--- src/rtl/atomic_pkg.sv ---
package atomic_pkg;

  typedef enum logic [1:0] {
    OP_SWAP  = 2'd0,
    OP_XADD  = 2'd1,
    OP_CAS   = 2'd2,
    OP_CAS2W = 2'd3
  } atomicOp_t;

  typedef enum logic [2:0] {
    ST_IDLE,
    ST_READ,
    ST_EVAL,
    ST_WRITE,
    ST_DONE
  } seqState_t;

  // strobes from the control sequencer to the datapath
  typedef struct packed {
    logic load;     // latch request operands
    logic memEn;    // drive a memory access
    logic memWe;    // access is a write
    logic wordIdx;  // 0: addr, 1: addr+1
    logic capLo;    // capture low word of a two-word read
    logic evalNow;  // read data complete, compute results
  } ctrlStrobes_t;

endpackage

--- src/rtl/atomic_ctrl.sv ---
module atomic_ctrl
  import atomic_pkg::*;
(
  input  logic         clk,
  input  logic         rstN,
  input  logic         start,
  input  logic [1:0]   opCode,
  input  logic         matchNow,
  output ctrlStrobes_t strb,
  output logic         busLock,
  output logic         done
);

  seqState_t state, stateNext;
  atomicOp_t opReg;
  logic      idxReg, idxNext;
  logic      isWide, isCompare;

  assign isWide    = (opReg == OP_CAS2W);
  assign isCompare = (opReg == OP_CAS) || (opReg == OP_CAS2W);

  always_ff @(posedge clk) begin
    if (!rstN) begin
      state  <= ST_IDLE;
      opReg  <= OP_SWAP;
      idxReg <= 1'b0;
    end else begin
      state  <= stateNext;
      idxReg <= idxNext;
      if (state == ST_IDLE && start) opReg <= atomicOp_t'(opCode);
    end
  end

  always_comb begin
    stateNext = state;
    idxNext   = idxReg;
    strb      = '0;
    unique case (state)
      ST_IDLE: begin
        if (start) begin
          strb.load = 1'b1;
          idxNext   = 1'b0;
          stateNext = ST_READ;
        end
      end
      ST_READ: begin
        strb.memEn   = 1'b1;
        strb.wordIdx = idxReg;
        strb.capLo   = idxReg;
        if (isWide && !idxReg) begin
          idxNext = 1'b1;
        end else begin
          idxNext   = 1'b0;
          stateNext = ST_EVAL;
        end
      end
      ST_EVAL: begin
        strb.evalNow = 1'b1;
        idxNext      = 1'b0;
        stateNext    = (isCompare && !matchNow) ? ST_DONE : ST_WRITE;
      end
      ST_WRITE: begin
        strb.memEn   = 1'b1;
        strb.memWe   = 1'b1;
        strb.wordIdx = idxReg;
        if (isWide && !idxReg) begin
          idxNext = 1'b1;
        end else begin
          idxNext   = 1'b0;
          stateNext = ST_DONE;
        end
      end
      ST_DONE: begin
        stateNext = ST_IDLE;
      end
      default: stateNext = ST_IDLE;
    endcase
  end

  assign busLock = (state != ST_IDLE);
  assign done    = (state == ST_DONE);

endmodule

--- src/rtl/atomic_datapath.sv ---
module atomic_datapath
  import atomic_pkg::*;
#(
  parameter int DATA_W = 32,
  parameter int ADDR_W = 8
) (
  input  logic              clk,
  input  logic              rstN,
  input  ctrlStrobes_t      strb,
  input  logic [1:0]        opCode,
  input  logic [ADDR_W-1:0] addr,
  input  logic [DATA_W-1:0] srcLo,
  input  logic [DATA_W-1:0] srcHi,
  input  logic [DATA_W-1:0] cmpLo,
  input  logic [DATA_W-1:0] cmpHi,
  input  logic [DATA_W-1:0] memRdata,
  output logic [ADDR_W-1:0] memAddr,
  output logic [DATA_W-1:0] memWdata,
  output logic              matchNow,
  output logic [DATA_W-1:0] srcOut,
  output logic [DATA_W-1:0] cmpOutLo,
  output logic [DATA_W-1:0] cmpOutHi,
  output logic              flagCarry,
  output logic              flagZero,
  output logic              flagSign,
  output logic              flagOvf
);

  localparam int MSB = DATA_W - 1;

  atomicOp_t         opReg;
  logic [ADDR_W-1:0] addrReg;
  logic [DATA_W-1:0] srcLoReg, srcHiReg, cmpLoReg, cmpHiReg;
  logic [DATA_W-1:0] oldLoReg, wrLoReg;
  logic [DATA_W-1:0] memNowLo, memNowHi;
  logic [DATA_W:0]   sumExt, diffExt;
  logic [DATA_W-1:0] sumVal, diffVal;
  logic              sumOvf, diffOvf;

  // operand latches
  always_ff @(posedge clk) begin
    if (!rstN) begin
      opReg    <= OP_SWAP;
      addrReg  <= '0;
      srcLoReg <= '0;
      srcHiReg <= '0;
      cmpLoReg <= '0;
      cmpHiReg <= '0;
    end else if (strb.load) begin
      opReg    <= atomicOp_t'(opCode);
      addrReg  <= addr;
      srcLoReg <= srcLo;
      srcHiReg <= srcHi;
      cmpLoReg <= cmpLo;
      cmpHiReg <= cmpHi;
    end
  end

  // low word of a two-word read arrives one cycle before the high word
  always_ff @(posedge clk) begin
    if (!rstN)           oldLoReg <= '0;
    else if (strb.capLo) oldLoReg <= memRdata;
  end

  assign memNowLo = (opReg == OP_CAS2W) ? oldLoReg : memRdata;
  assign memNowHi = memRdata;

  assign sumExt  = {1'b0, srcLoReg} + {1'b0, memNowLo};
  assign diffExt = {1'b0, cmpLoReg} - {1'b0, memNowLo};
  assign sumVal  = sumExt[MSB:0];
  assign diffVal = diffExt[MSB:0];
  assign sumOvf  = (srcLoReg[MSB] == memNowLo[MSB]) && (sumVal[MSB] != srcLoReg[MSB]);
  assign diffOvf = (cmpLoReg[MSB] != memNowLo[MSB]) && (diffVal[MSB] != cmpLoReg[MSB]);

  always_comb begin
    unique case (opReg)
      OP_CAS:   matchNow = (cmpLoReg == memNowLo);
      OP_CAS2W: matchNow = ({cmpHiReg, cmpLoReg} == {memNowHi, memNowLo});
      default:  matchNow = 1'b1;
    endcase
  end

  // result registers, updated once per operation in the evaluate cycle
  always_ff @(posedge clk) begin
    if (!rstN) begin
      srcOut    <= '0;
      cmpOutLo  <= '0;
      cmpOutHi  <= '0;
      wrLoReg   <= '0;
      flagCarry <= 1'b0;
      flagZero  <= 1'b0;
      flagSign  <= 1'b0;
      flagOvf   <= 1'b0;
    end else if (strb.evalNow) begin
      srcOut   <= srcLoReg;
      cmpOutLo <= cmpLoReg;
      cmpOutHi <= cmpHiReg;
      wrLoReg  <= srcLoReg;
      unique case (opReg)
        OP_SWAP: begin
          srcOut <= memNowLo;
        end
        OP_XADD: begin
          srcOut    <= memNowLo;
          wrLoReg   <= sumVal;
          flagCarry <= sumExt[DATA_W];
          flagZero  <= (sumVal == '0);
          flagSign  <= sumVal[MSB];
          flagOvf   <= sumOvf;
        end
        OP_CAS: begin
          cmpOutLo  <= memNowLo;
          flagCarry <= diffExt[DATA_W];
          flagZero  <= (diffVal == '0);
          flagSign  <= diffVal[MSB];
          flagOvf   <= diffOvf;
        end
        OP_CAS2W: begin
          cmpOutLo <= memNowLo;
          cmpOutHi <= memNowHi;
          flagZero <= matchNow;
        end
        default: ;
      endcase
    end
  end

  assign memAddr  = addrReg + ADDR_W'(strb.wordIdx);
  assign memWdata = strb.wordIdx ? srcHiReg : wrLoReg;

endmodule

--- src/rtl/atomic_rmw_unit.sv ---
module atomic_rmw_unit
  import atomic_pkg::*;
#(
  parameter int DATA_W = 32,
  parameter int ADDR_W = 8
) (
  input  logic              clk,
  input  logic              rstN,
  input  logic              start,
  input  logic [1:0]        opCode,
  input  logic [ADDR_W-1:0] addr,
  input  logic [DATA_W-1:0] srcLo,
  input  logic [DATA_W-1:0] srcHi,
  input  logic [DATA_W-1:0] cmpLo,
  input  logic [DATA_W-1:0] cmpHi,
  input  logic [DATA_W-1:0] memRdata,
  output logic              memEn,
  output logic              memWe,
  output logic [ADDR_W-1:0] memAddr,
  output logic [DATA_W-1:0] memWdata,
  output logic              busLock,
  output logic              done,
  output logic [DATA_W-1:0] srcOut,
  output logic [DATA_W-1:0] cmpOutLo,
  output logic [DATA_W-1:0] cmpOutHi,
  output logic              flagCarry,
  output logic              flagZero,
  output logic              flagSign,
  output logic              flagOvf
);

  ctrlStrobes_t strb;
  logic         matchNow;

  atomic_ctrl ctrl_i (
    .clk      (clk),
    .rstN     (rstN),
    .start    (start),
    .opCode   (opCode),
    .matchNow (matchNow),
    .strb     (strb),
    .busLock  (busLock),
    .done     (done)
  );

  atomic_datapath #(
    .DATA_W (DATA_W),
    .ADDR_W (ADDR_W)
  ) dp_i (
    .clk       (clk),
    .rstN      (rstN),
    .strb      (strb),
    .opCode    (opCode),
    .addr      (addr),
    .srcLo     (srcLo),
    .srcHi     (srcHi),
    .cmpLo     (cmpLo),
    .cmpHi     (cmpHi),
    .memRdata  (memRdata),
    .memAddr   (memAddr),
    .memWdata  (memWdata),
    .matchNow  (matchNow),
    .srcOut    (srcOut),
    .cmpOutLo  (cmpOutLo),
    .cmpOutHi  (cmpOutHi),
    .flagCarry (flagCarry),
    .flagZero  (flagZero),
    .flagSign  (flagSign),
    .flagOvf   (flagOvf)
  );

  assign memEn = strb.memEn;
  assign memWe = strb.memWe;

endmodule

--- config.mk ---
export PLATFORM = sky130hd
export DESIGN_NAME = atomic_rmw_unit
export DESIGN_NICKNAME = d
export VERILOG_FILES = /design/src/rtl/atomic_pkg.sv /design/src/rtl/atomic_ctrl.sv /design/src/rtl/atomic_datapath.sv /design/src/rtl/atomic_rmw_unit.sv
export SDC_FILE = /design/constraint.sdc
export NUM_CORES = 1
export LEC_CHECK = 0
export BUFFER_PORTS_ARGS = -buffer_cell sky130_fd_sc_hd__buf_2
export CAP_MARGIN = 20
export CORE_AREA = 10 10 233 235
export DETAILED_ROUTE_END_ITERATION = 12
export DIE_AREA = 0 0 243 245
export PLACE_DENSITY = 0.65
export REMOVE_ABC_BUFFERS = 1
export SLEW_MARGIN = 0
export SYNTH_ARGS = -nofsm -noshare
export SYNTH_HDL_FRONTEND = slang
export SYNTH_SLANG_ARGS = --single-unit
--- constraint.sdc ---
create_clock -name clk -period 13 [get_ports clk]
set_clock_uncertainty 0.2 [all_clocks]
set_input_delay 0 -clock clk [delete_from_list [all_inputs] [get_ports clk]]
set_output_delay 0 -clock clk [all_outputs]
set_load 0.02 [all_outputs]
# --- After elaboration in Yosys (flattened, before gate mapping) ---
# Index checks and enable logic that the tools add are counted.
op_classes:
  n_mux: 26
  n_addsub: 3
  reduce_logical: 23
  multipliers: 0
  eq_ne: 18
  div: 0
  bitwise_logic: 0
  order_cmp: 0
  n_shift: 0
op_table:
  columns: ["operator", "count"]
  rows:
  - ["$mux 32", 6]
  - ["$eq 64x64->1", 1]
  - ["$logic_not 32->1", 2]
  - ["$add 32x32->33", 1]
  - ["$sub 32x32->33", 1]
  - ["$eq 32x32->1", 1]
  - ["$mux 3", 4]
  - ["$pmux 3 s4", 1]
  - ["$mux 1", 9]
  - ["$reduce_bool 3->1", 3]
  - ["$add 8x1->8", 1]
  - ["$eq 2x2->1 const B", 4]
  - ["$pmux 1 s2", 4]
  - ["$eq 3x2->1 const B", 2]
  - ["$ne 2x2->1 const B", 3]
  - ["$pmux 1 s3", 2]
  - ["$reduce_and 2->1", 3]
  - ["$reduce_or 2->1", 3]
  - ["$logic_and 1x1->1", 5]
  - ["$eq 3x1->1 const B", 1]
  - ["$eq 3x3->1 const B", 1]
  - ["$logic_not 3->1", 1]
  - ["$ne 1x1->1", 3]
  - ["$reduce_and 3->1", 1]
  - ["other kinds (6)", 7]
totals:
  rom_bits: 0
  inputBits: 173
  latch_bits: 0
  memories: 0
  output_inout_bits: 144
  ramBits: 0
  reg_bits: 308

# --- Logic depth before layout (Yosys ltp) ---
# Gate-level depths: netlist of the first run.
depth:
  word_depth: 8
  ltp_mapped: 22

# --- Hierarchy ---
# A second synthesis of the first run with hierarchy kept.
unflattened:
  hier_cells: 2154
  hier_area_um2: 18562.8
by_module_without_submodules:
  columns: ["module", "n_inst", "cells_per_inst", "area_per_inst_um2"]
  rows:
  - ["atomic_datapath", 1, 2117, 18221.2]
  - ["atomic_ctrl", 1, 37, 341.6]

# --- Worst setup path before layout of the first run ---
# OpenSTA, ideal clock, no wires.
synth_path:
  kind: "register to register"
  start: "reg ctrl_i.opReg[0] (netlist name)"
  end: "reg dp_i.flagZero"
  synth_period_minus_slack_ns: 4.980
  path_buffers: 5
  arrival_time_ns: 4.679
  path_stages_with_launch: 21
  path_slack_ns: 8.020
  required_time_ns: 12.699
  cell_sequence: "dfxtp_1 -> ha_1 -> buf_6 -> buf_12 -> buf_8 -> buf_2 -> buf_1 -> mux2i_1 -> inv_1 -> ha_1 -> maj3_2 -> a211oi_1 -> a311oi_1 -> or3_4 -> a21oi_4 -> a21oi_1 -> mux2_1 -> a2111o_1 -> a2111oi_2 -> a31oi_1 -> o41ai_1"
synth_lines:
  columns: ["item", "line", "source"]
  rows:
  - ["to (signal assigned)", "atomic_datapath.sv:107", "flagZero <= (sumVal == '0);"]
  - ["to (signal assigned)", "atomic_datapath.sv:114", "flagZero <= (diffVal == '0);"]
  - ["to (signal assigned)", "atomic_datapath.sv:121", "flagZero <= matchNow;"]
  - ["to (decl)", "atomic_datapath.sv:24", "output logic flagZero,"]

==> metrics.yaml, run 1 <==
highest_layer: "met4"
synth-main-ff-cell: "dfxtp_1"
cp-start-kind: "flip-flop"
power_uw: 2830
required_ns: 13.23
cp_max_fo: 40
io_buffers: 316
holdCritStartpoint: "srcHi[15]"
crit_path_cell_trace: "ha_4, buf_4, mux2i_1, buf_4, mux2i_1, o2111ai_1, a2111oi_0, o21ai_0, xor2_1, nor4b_1, nand3_1, nor4_1, nand4_1, o41ai_1"
leakagePower_uw: 0.0101
power_density_nw_per_um2: 119
wire_per_inst_um: 19.6
drc: 0
drive_above_1_share: 0.176
hold_end: "dp_i.srcHiReg[15]"
initial_utilization: 0.366
drtIter0Drc: 1186
finalCriticalPeriod_ns: 5.57
grt_overflow_total: 0
r2r_end: "dp_i.flagZero"
synth_enable_flop_cells: 0
tns_ns: 0
final_antenna_net_count: 0
antenna_found_initial: 3
first_pass_iters: 5
endpoint_kind: "flip-flop"
die_area_sq_um: 59500
post-cts-setup-buffers: 0
h-tree-depth: 2
rows: 82
peakVddDrop_mv: 0.0824
status: "complete, no violations"
wl_met2_mm: 32.2
synth_area_sq_um: 18200
grt_pass1_wl_mm: 103
hpwl_mm: 47.2
numCtsBuffers: 36
rsz0062_at_grt: "false"
critPathKind: "reg2reg"
yosys_warnings: 0
viasPerCell: 5.27
post-route-period-util: 0.428
maxSlewViolCount: 0
cts_num_sinks: 306
cp_slowest_cell: "buf_4"
ff2ff_path_depth: 14
cts_root_buf: "clkbuf_16"
gp_congestion: 0.933
hold_path_depth: 4
max-cap-violations: 0
synthCells: 2259
utilization: 0.478
seq_area_frac_synth: 0.337
clk_latency_ns: 0.55
die_w_um: 243
final_net_count: 2925
cts_tree: "built"
hold_class: "in2reg"
arrival_ns: 5.80
ctsResizeCount: 0
synth_area_per_cell_sq_um: 8.04
ioPinCount: 317
setup_viol: 0
wirelength_met1_mm: 29.5
regToRegSetupSlack_ns: 7.43
tightest_slew_ns: 1.04
grt_usage: 0.214
drt-total-wl_mm: 66.9
num_vias: 17965
timing.fmax_mhz: 180
crit_path_max_incr_delay_ns: 0.70
ys_types: 92
wl_met3_mm: 3.03
grt_pass1_vias: 17997
ys_ff_latch: 306
grt_max_degree: 130
core_area_sq_um: 49700
fp.dieH_um: 245
syn_to_final_growth_pct: 30.6
clockBufferDepth: 3
rr_startpoint: "ctrl_i.opReg[0]"
synthArstFlopShare: 0
hold_viol_final: 0
clkTransAtPathRegs_ns: 0.06
max_slew_margin: 0.303
area by class of cell:
type,instances,area [sq um]
Antenna cell,3,7.51
Clock buffer,54,1120
Clock inverter,10,88.8
Fill cell,4776,25900
Inverter,54,203
Multi-Input combinational cell,1735,11200
Sequential cell,306,6130
Tap cell,672,841
Timing Repair Buffer,575,4130
worst max-delay path, delay by kind of cell, from the launching register on:
kind	cells	cell delay, ns
flops	1	0.42
buf+inv	2	0.92
compound gates	4	1.41
fa+ha+maj	1	0.67
xor+xnor	1	0.22
mux	2	0.53
simple gates	4	1.05
through the flow:
step           hold WS [ns]  instances  instance area, sq um  setup slack, ns
2_1_floorplan       -0.0718       2095                 17500             1.94
3_3_place_gp         0.0537       3106                 20200             7.62
3_5_place_dp         0.0603       3106                 20200             7.50
4_1_cts              0.0279       3406                 23700             7.43
5_1_grt              0.0609       3409                 23700             7.02
6_report             0.0573       3409                 23700             7.43
worst max-delay path by stage:
| stage | from | to | slack [ns] | cells past startpoint |
|---|---|---|---|---|
| 3_5_place_dp | ctrl_i.opReg[0] | dp_i.flagZero | 7.50 | 14 |
| 2_1_floorplan | ctrl_i.state[1] | dp_i.flagSign | 1.94 | 4 |
| 4_1_cts | ctrl_i.opReg[0] | dp_i.flagZero | 7.43 | 14 |
| 6_report | ctrl_i.opReg[0] | dp_i.flagZero | 7.43 | 14 |
| 5_1_grt | ctrl_i.opReg[0] | dp_i.flagZero | 7.02 | 14 |
| 3_3_place_gp | ctrl_i.opReg[0] | dp_i.flagZero | 7.62 | 17 |
cells in the final DEF, fill, tap and decap left out, types with 23 or more instances in the layout:
cell type	Yosys	layout
ha_1	44	42
xnor2_1	84	84
a21boi_0	237	237
nor2_1	71	70
buf_2	4	315
clkbuf_16	0	37
o211a_1	53	53
a21oi_1	81	81
buf_4	1	23
dlygate4sd3_1	0	236
o21ai_0	52	52
mux2i_1	67	67
mux2_2	34	34
o211ai_1	79	79
xor2_1	23	23
dfxtp_1	306	306
nand2_1	599	597
inv_1	53	53
power by group:
| group | leakage (uW) | switching [uW] | internal (uW) |
|---|---|---|---|
| Clock | 0.000606 | 412 | 616 |
| Combinational | 0.00700 | 441 | 289 |
| Sequential | 0.00249 | 65.2 | 1010 |
| Total | 0.0101 | 918 | 1910 |
per-layer routing:
metal	vias to the layer above	track usage
li1	8797	-
met1	8605	0.268
met2	452	0.368
met3	111	0.0342
met4	0	0.0757
met5	-	0
state kept, by name, indices dropped and copies added (netlist names):
name,count
dp_i.oldLoReg,32
ctrl_i.opReg,2
dp_i.srcHiReg,32
dp_i.wrLoReg,32
dp_i.srcOut,32
dp_i.srcLoReg,32
dp_i.flagCarry,1
ctrl_i.idxReg,1
dp_i.flagSign,1
ctrl_i.state,3
dp_i.flagZero,1
dp_i.addrReg,8
dp_i.cmpOutLo,32
dp_i.cmpOutHi,32
dp_i.cmpHiReg,32
dp_i.cmpLoReg,32
dp_i.flagOvf,1
Yosys cell counts, types with 6 or more instances:
library cell	count	area (sq um)
maj3_1	7	70.1
nand2_1	599	2250
mux2i_4	8	180
dfxtp_1	306	6130
o2111ai_1	6	52.6
a21o_1	22	165
a211oi_1	16	120
mux2i_1	67	671
o211a_1	53	531
nand3_1	19	95.1
ha_1	44	551
clkbuf_1	133	499
mux2_2	34	383
a21oi_1	81	405
inv_1	53	199
nand4_1	22	138
o21bai_1	11	82.6
o21ai_0	52	260
xor2_1	23	201
a31oi_1	7	43.8
nor2b_1	15	93.8
nor2_1	71	267
xnor2_1	84	736
buf_1	23	86.3
o211ai_1	79	593
nor3_1	15	75.1
and2_1	8	50.1
a21boi_0	237	1780
mux2i_2	10	138
nor3b_1	6	45.0
nand2b_1	6	37.5
nor4_1	13	81.3
o31ai_1	8	60.1
logic make-up after synthesis:
kind of cell    synth area share
fa+ha+maj                 0.0360
compound gates             0.258
simple gates               0.188
flops                      0.337
buf+inv                   0.0474
mux                       0.0761
xor+xnor                  0.0567
repair_timing:
action	4_1_cts	5_1_grt
setup endpoints to repair	0	0
hold endpoints to repair	233	0
hold buffers	236	0
No activity file was read; power rests on OpenSTA's default activity.
==> run 2, diff against run 1 <==
Settings changed: ABC_AREA set to 1, CORE_AREA 10 10 233 235 to 10 10 232 234, DIE_AREA 0 0 243 245 to 0 0 242 244.
Clock period 13 ns to 5.8 ns, I/O delays scaled along.
==> metrics.yaml, run 2 <==
yosysTopAreaCell: "dfxtp_1"
synth_common_cells: "nand2_1, a21oi_1, o21ai_0"
clockBufferDepth: 3
hold_class: "in2reg"
status: "complete, no violations"
cpLargestDelayFamily: "simple AND/OR/NAND/NOR gates"
antenna_found_initial: 0
max_slew_margin: 0.286
utilization: 0.475
final_net_count: 3487
ff2ff_path_depth: 10
cp-start-kind: "flip-flop"
grt_pass1_vias: 19385
arrival_ns: 4.74
drt-total-wl_mm: 69.9
ys_ff_latch: 306
final_antenna_net_count: 0
cts_num_sinks: 306
grt_max_degree: 149
wire_per_inst_um: 17.6
rr_startpoint: "ctrl_i.state[0]"
mostFrequentLayoutCell: "nand2_1"
yosys.area_share.simple: 0.274
place_inst: 3685
synth-main-ff-cell: "dfxtp_1"
cp_num_buf_inv: 5
drc: 0
grt_overflow_total: 0
crit_top_cell: "nor2_1"
peakVddDrop_mv: 0.199
cp_slowest_cell: "nor2_2"
synth_top_cells_by_area: "dfxtp_1, nand2_1, a21oi_1"
hold_viol_final: 0
synth_compound_area_frac: 0.235
power_density_nw_per_um2: 379
post-route-period-util: 0.777
clk_latency_ns: 0.56
crit_path_max_incr_delay_ns: 0.99
fp.dieH_um: 244
hpwl_mm: 50.8
tightest_slew_ns: 1.07
regToRegSetupSlack_ns: 1.29
maxSlewViolCount: 0
critPathKind: "reg2reg"
leakagePower_uw: 0.0111
cp_max_fo: 61
io_buffers: 316
r2r_end: "dp_i.oldLoReg[27]"
netlist.area_leader.share: 0.340
ys_types: 46
endpoint_kind: "flip-flop"
cts_tree: "built"
num_vias: 20188
rows: 82
setup_viol: 0
synth_mux_area_frac: 0
synthArstFlopShare: 0
initial_utilization: 0.365
rsz0062_at_grt: "false"
stdcell_count: 3968
h-tree-depth: 2
synth_xor_xnor_area_share: 0.0175
synth_enable_flop_cells: 0
drtIter0Drc: 1437
timing.fmax_mhz: 222
synth_adder_area_share: 0.0305
syn_to_final_growth_pct: 30.1
first_pass_iters: 7
core_area_sq_um: 49500
die_w_um: 242
synth_area_sq_um: 18000
viasPerCell: 5.09
gp_congestion: 0.941
finalCriticalPeriod_ns: 4.51
path_depth: 10
drive_above_1_share: 0.158
required_ns: 6.04
numCtsBuffers: 37
crit_start: "ctrl_i.state[0]"
synthCells: 2812
seq_area_frac_synth: 0.340
crit_end: "dp_i.oldLoReg[27]"
crit_path_cell_trace: "inv_1, nor2_1, inv_1, nor2_1, inv_2, nor2_2, inv_2, nor2_1, nor2_1, dlygate4sd3_1"
synth_top_family_by_area: "simple AND/OR/NAND/NOR gates"
die_area_sq_um: 59000
grt_usage: 0.227
synth_area_per_cell_sq_um: 6.41
grt_pass1_wl_mm: 109
synth.most_common_cell: "nand2_1"
antennaDiodeCount: 0
yosys_warnings: 0
clkTransAtPathRegs_ns: 0.06
ioPinCount: 317
max-cap-violations: 0
cts_root_buf: "clkbuf_16"
final_cell_mix: "nand2_1, a21oi_1, o21ai_0"
==> run 2: cell types whose count changed after synthesis, moves of 67 or more <==
cell	previous run	this run
a21boi_0	237	0
a21oi_1	81	366
inv_1	53	332
mux2i_1	67	0
nand2_1	599	690
nand3_1	19	108
nor2_1	71	169
o21ai_0	52	344
==> run 2: metal layers <==
metal	wire [um]	track usage	part of all wire
met5	0	0	0
met4	1540	0.0601	0.022
met3	3990	0.0394	0.057
met2	32900	0.382	0.47
met1	31400	0.296	0.45
==> run 2: area by class of cell <==
type                    count  area (sq um)
well taps                 672           841
inverters                 347          1310
multi-input cells        2022         10100
clock buffers              51          1060
repair buffers            556          3950
clock inverters            14           116
flip-flops and latches    306          6130
fillers                  5189         26000
==> run 2: cells by family (layout without fill, tap and decap cells) <==
family | after synthesis | after routing
AND/OR/NAND/NOR | 1136 | 1136
AO/OA/AOI/OAI | 806 | 806
buffers and inverters | 484 | 968
flip-flops | 306 | 306
adder cells (fa/ha/maj) | 44 | 44
XOR/XNOR | 36 | 36
==> run 2: tightest hold or removal path, cell delays in order <==
cell and delay (ns):
dlygate4sd3_1 0.51, buf_2 0.09, o21ai_0 0.07, a21oi_1 0.10
==> run 2: worst min path at each step <==
stage,cells after the start,to,startpoint
floorplan,2,dp_i.oldLoReg[10],memRdata[10]
global placement,3,dp_i.cmpHiReg[31],cmpHi[31]
detailed placement,3,dp_i.cmpHiReg[31],cmpHi[31]
CTS,4,dp_i.cmpHiReg[4],cmpHi[4]
global route,4,dp_i.cmpHiReg[12],cmpHi[12]
finish,4,dp_i.cmpHiReg[24],cmpHi[24]
==> run 2: repair_timing <==
item	4_1_cts	5_1_grt
gates resized for setup	0	0
hold buffers	218	0
hold endpoints to repair	266	0
setup buffers	0	0
==> run 2: where the power goes <==
part	internal, uW	switching [uW]
Clock	1330	962
Sequential	2540	286
Combinational	1210	2560
Total	5080	3810
==> run 2: metrics by stage <==
| step | power, uW | area, sq um | hold slack (ns) | worst slack, ns | setup TNS [ns] |
|---|---|---|---|---|---|
| after floorplan | 5210 | 17500 | -0.0651 | -1.85 | -183.77 |
| final | 8890 | 23500 | 0.0518 | 1.29 | 0 |
| after detailed placement | 6430 | 20100 | 0.0827 | 1.49 | 0 |
| after CTS | 8920 | 23500 | 0.0269 | 1.33 | 0 |
| after global routing | 9490 | 23500 | 0.0883 | 0.997 | 0 |
| after global placement | 6430 | 20100 | 0.0775 | 1.47 | 0 |
==> run 3, diff against run 2 <==
Clock period 5.8 ns to 4.5 ns, I/O delays scaled along.
==> metrics.yaml, run 3 (synthesis gave the netlist of run 2 again) <==
drt-total-wl_mm: 72.4
clk_latency_ns: 0.57
first_pass_iters: 5
critPathKind: "reg2reg"
hold_slack_ns: 0.0224
holdCritStartpoint: "start"
utilization: 0.473
die_w_um: 242
final_cell_mix: "nand2_1, a21oi_1, o21ai_0"
h-tree-depth: 2
power_density_nw_per_um2: 500
viasPerCell: 5.14
tightest_slew_ns: 1.05
hold_viol_final: 0
die_area_sq_um: 59000
arrival_ns: 4.35
hold_class: "in2reg"
initial_utilization: 0.365
max_slew_margin: 0.290
grt_usage: 0.234
leakagePower_uw: 0.0110
crit_path_cell_trace: "ha_2, buf_12, o21ai_0, ha_1, nand2_1, nor2_1, inv_1, nor4_1, nand2_1, nand2_1, nand2_1, nand2_1, nand2_1, nor3_1, nand3_1, nand3_1, nand2_1, inv_1"
crit_start: "ctrl_i.opReg[0]"
drc: 0
clkTransAtPathRegs_ns: 0.07
io_buffers: 316
crit_top_cell: "nand2_1"
ioPinCount: 317
gp_congestion: 0.995
cp-start-kind: "flip-flop"
finalCriticalPeriod_ns: 4.05
cp_max_fo: 71
required_ns: 4.80
fp.dieH_um: 244
timing.fmax_mhz: 247
setup_viol: 0
drive_above_1_share: 0.162
endpoint_kind: "flip-flop"
num_vias: 20312
final_net_count: 3472
grt_pass1_wl_mm: 112
drtIter0Drc: 1616
core_area_sq_um: 49500
status: "complete, no violations"
grt_overflow_total: 0
grt_max_degree: 167
cts_num_sinks: 306
hpwl_mm: 52.8
grt_pass1_vias: 19575
post-cts-setup-buffers: 0
crit_path_max_incr_delay_ns: 0.87
ctsResizeCount: 0
maxSlewViolCount: 0
clockBufferDepth: 3
rows: 82
mostFrequentLayoutCell: "nand2_1"
peakVddDrop_mv: 0.258
max-cap-violations: 0
syn_to_final_growth_pct: 29.6
rsz0062_at_grt: "false"
numCtsBuffers: 38
cts_tree: "built"
wire_per_inst_um: 18.3
post-route-period-util: 0.899
cp_slowest_cell: "o21ai_0"
antennaDiodeCount: 0
antenna_found_initial: 0
rr_startpoint: "ctrl_i.opReg[0]"
cts_root_buf: "clkbuf_16"
power_uw: 11700
final_antenna_net_count: 0
[run 3: routing by layer]
metal	up-vias	GRT usage	share of wire
met5	-	0	0
li1	10111	-	-
met3	117	0.0353	0.059
met2	669	0.394	0.47
met4	0	0.0706	0.027
met1	9415	0.304	0.44
[run 3: worst max-delay path, delay by kind of cell (launching register included)]
kind	cells	cell delay (ns)
simple gates	12	1.66
compound gates	1	0.87
fa+ha+maj	2	0.57
flops	1	0.33
buf+inv	3	0.33
[run 3: layout make-up]
class,count,area (sq um)
Fill cell,5177,26100
Multi-Input combinational cell,2022,10100
Sequential cell,306,6130
Timing Repair Buffer,540,3790
Inverter,347,1310
Clock buffer,53,1080
Tap cell,672,841
Clock inverter,12,174
[run 3: what timing repair did]
| item | CTS | global route |
|---|---|---|
| hold buffers | 192 | 0 |
| endpoints found under the hold margin | 268 | 0 |
| endpoints found under the setup margin | 0 | 0 |
[run 3: worst paths after layout]
kind	slack, ns	end	cells past startpoint
max	0.45	dp_i.flagZero	18
min	0.02	dp_i.srcLoReg[8]	3
max reg2reg	0.45	dp_i.flagZero	18
min reg2reg	0.24	dp_i.srcHiReg[7]	2
[run 3: power breakdown]
| part | total (uW) | internal, uW | leakage, uW | switching [uW] |
|---|---|---|---|---|
| Sequential | 3650 | 3270 | 0.00251 | 383 |
| Clock | 3160 | 1900 | 0.000613 | 1260 |
| Combinational | 4870 | 1530 | 0.00792 | 3340 |
[run 3: stage by stage]
stage,setup TNS (ns),instances,cell area [sq um],worst slack [ns]
floorplan,-514.79,2675,17500,-3.15
global placement,0,3695,20200,0.434
detailed placement,0,3695,20200,0.510
CTS,0,3952,23400,0.494
global route,0,3952,23400,0.227
finish,0,3952,23400,0.454
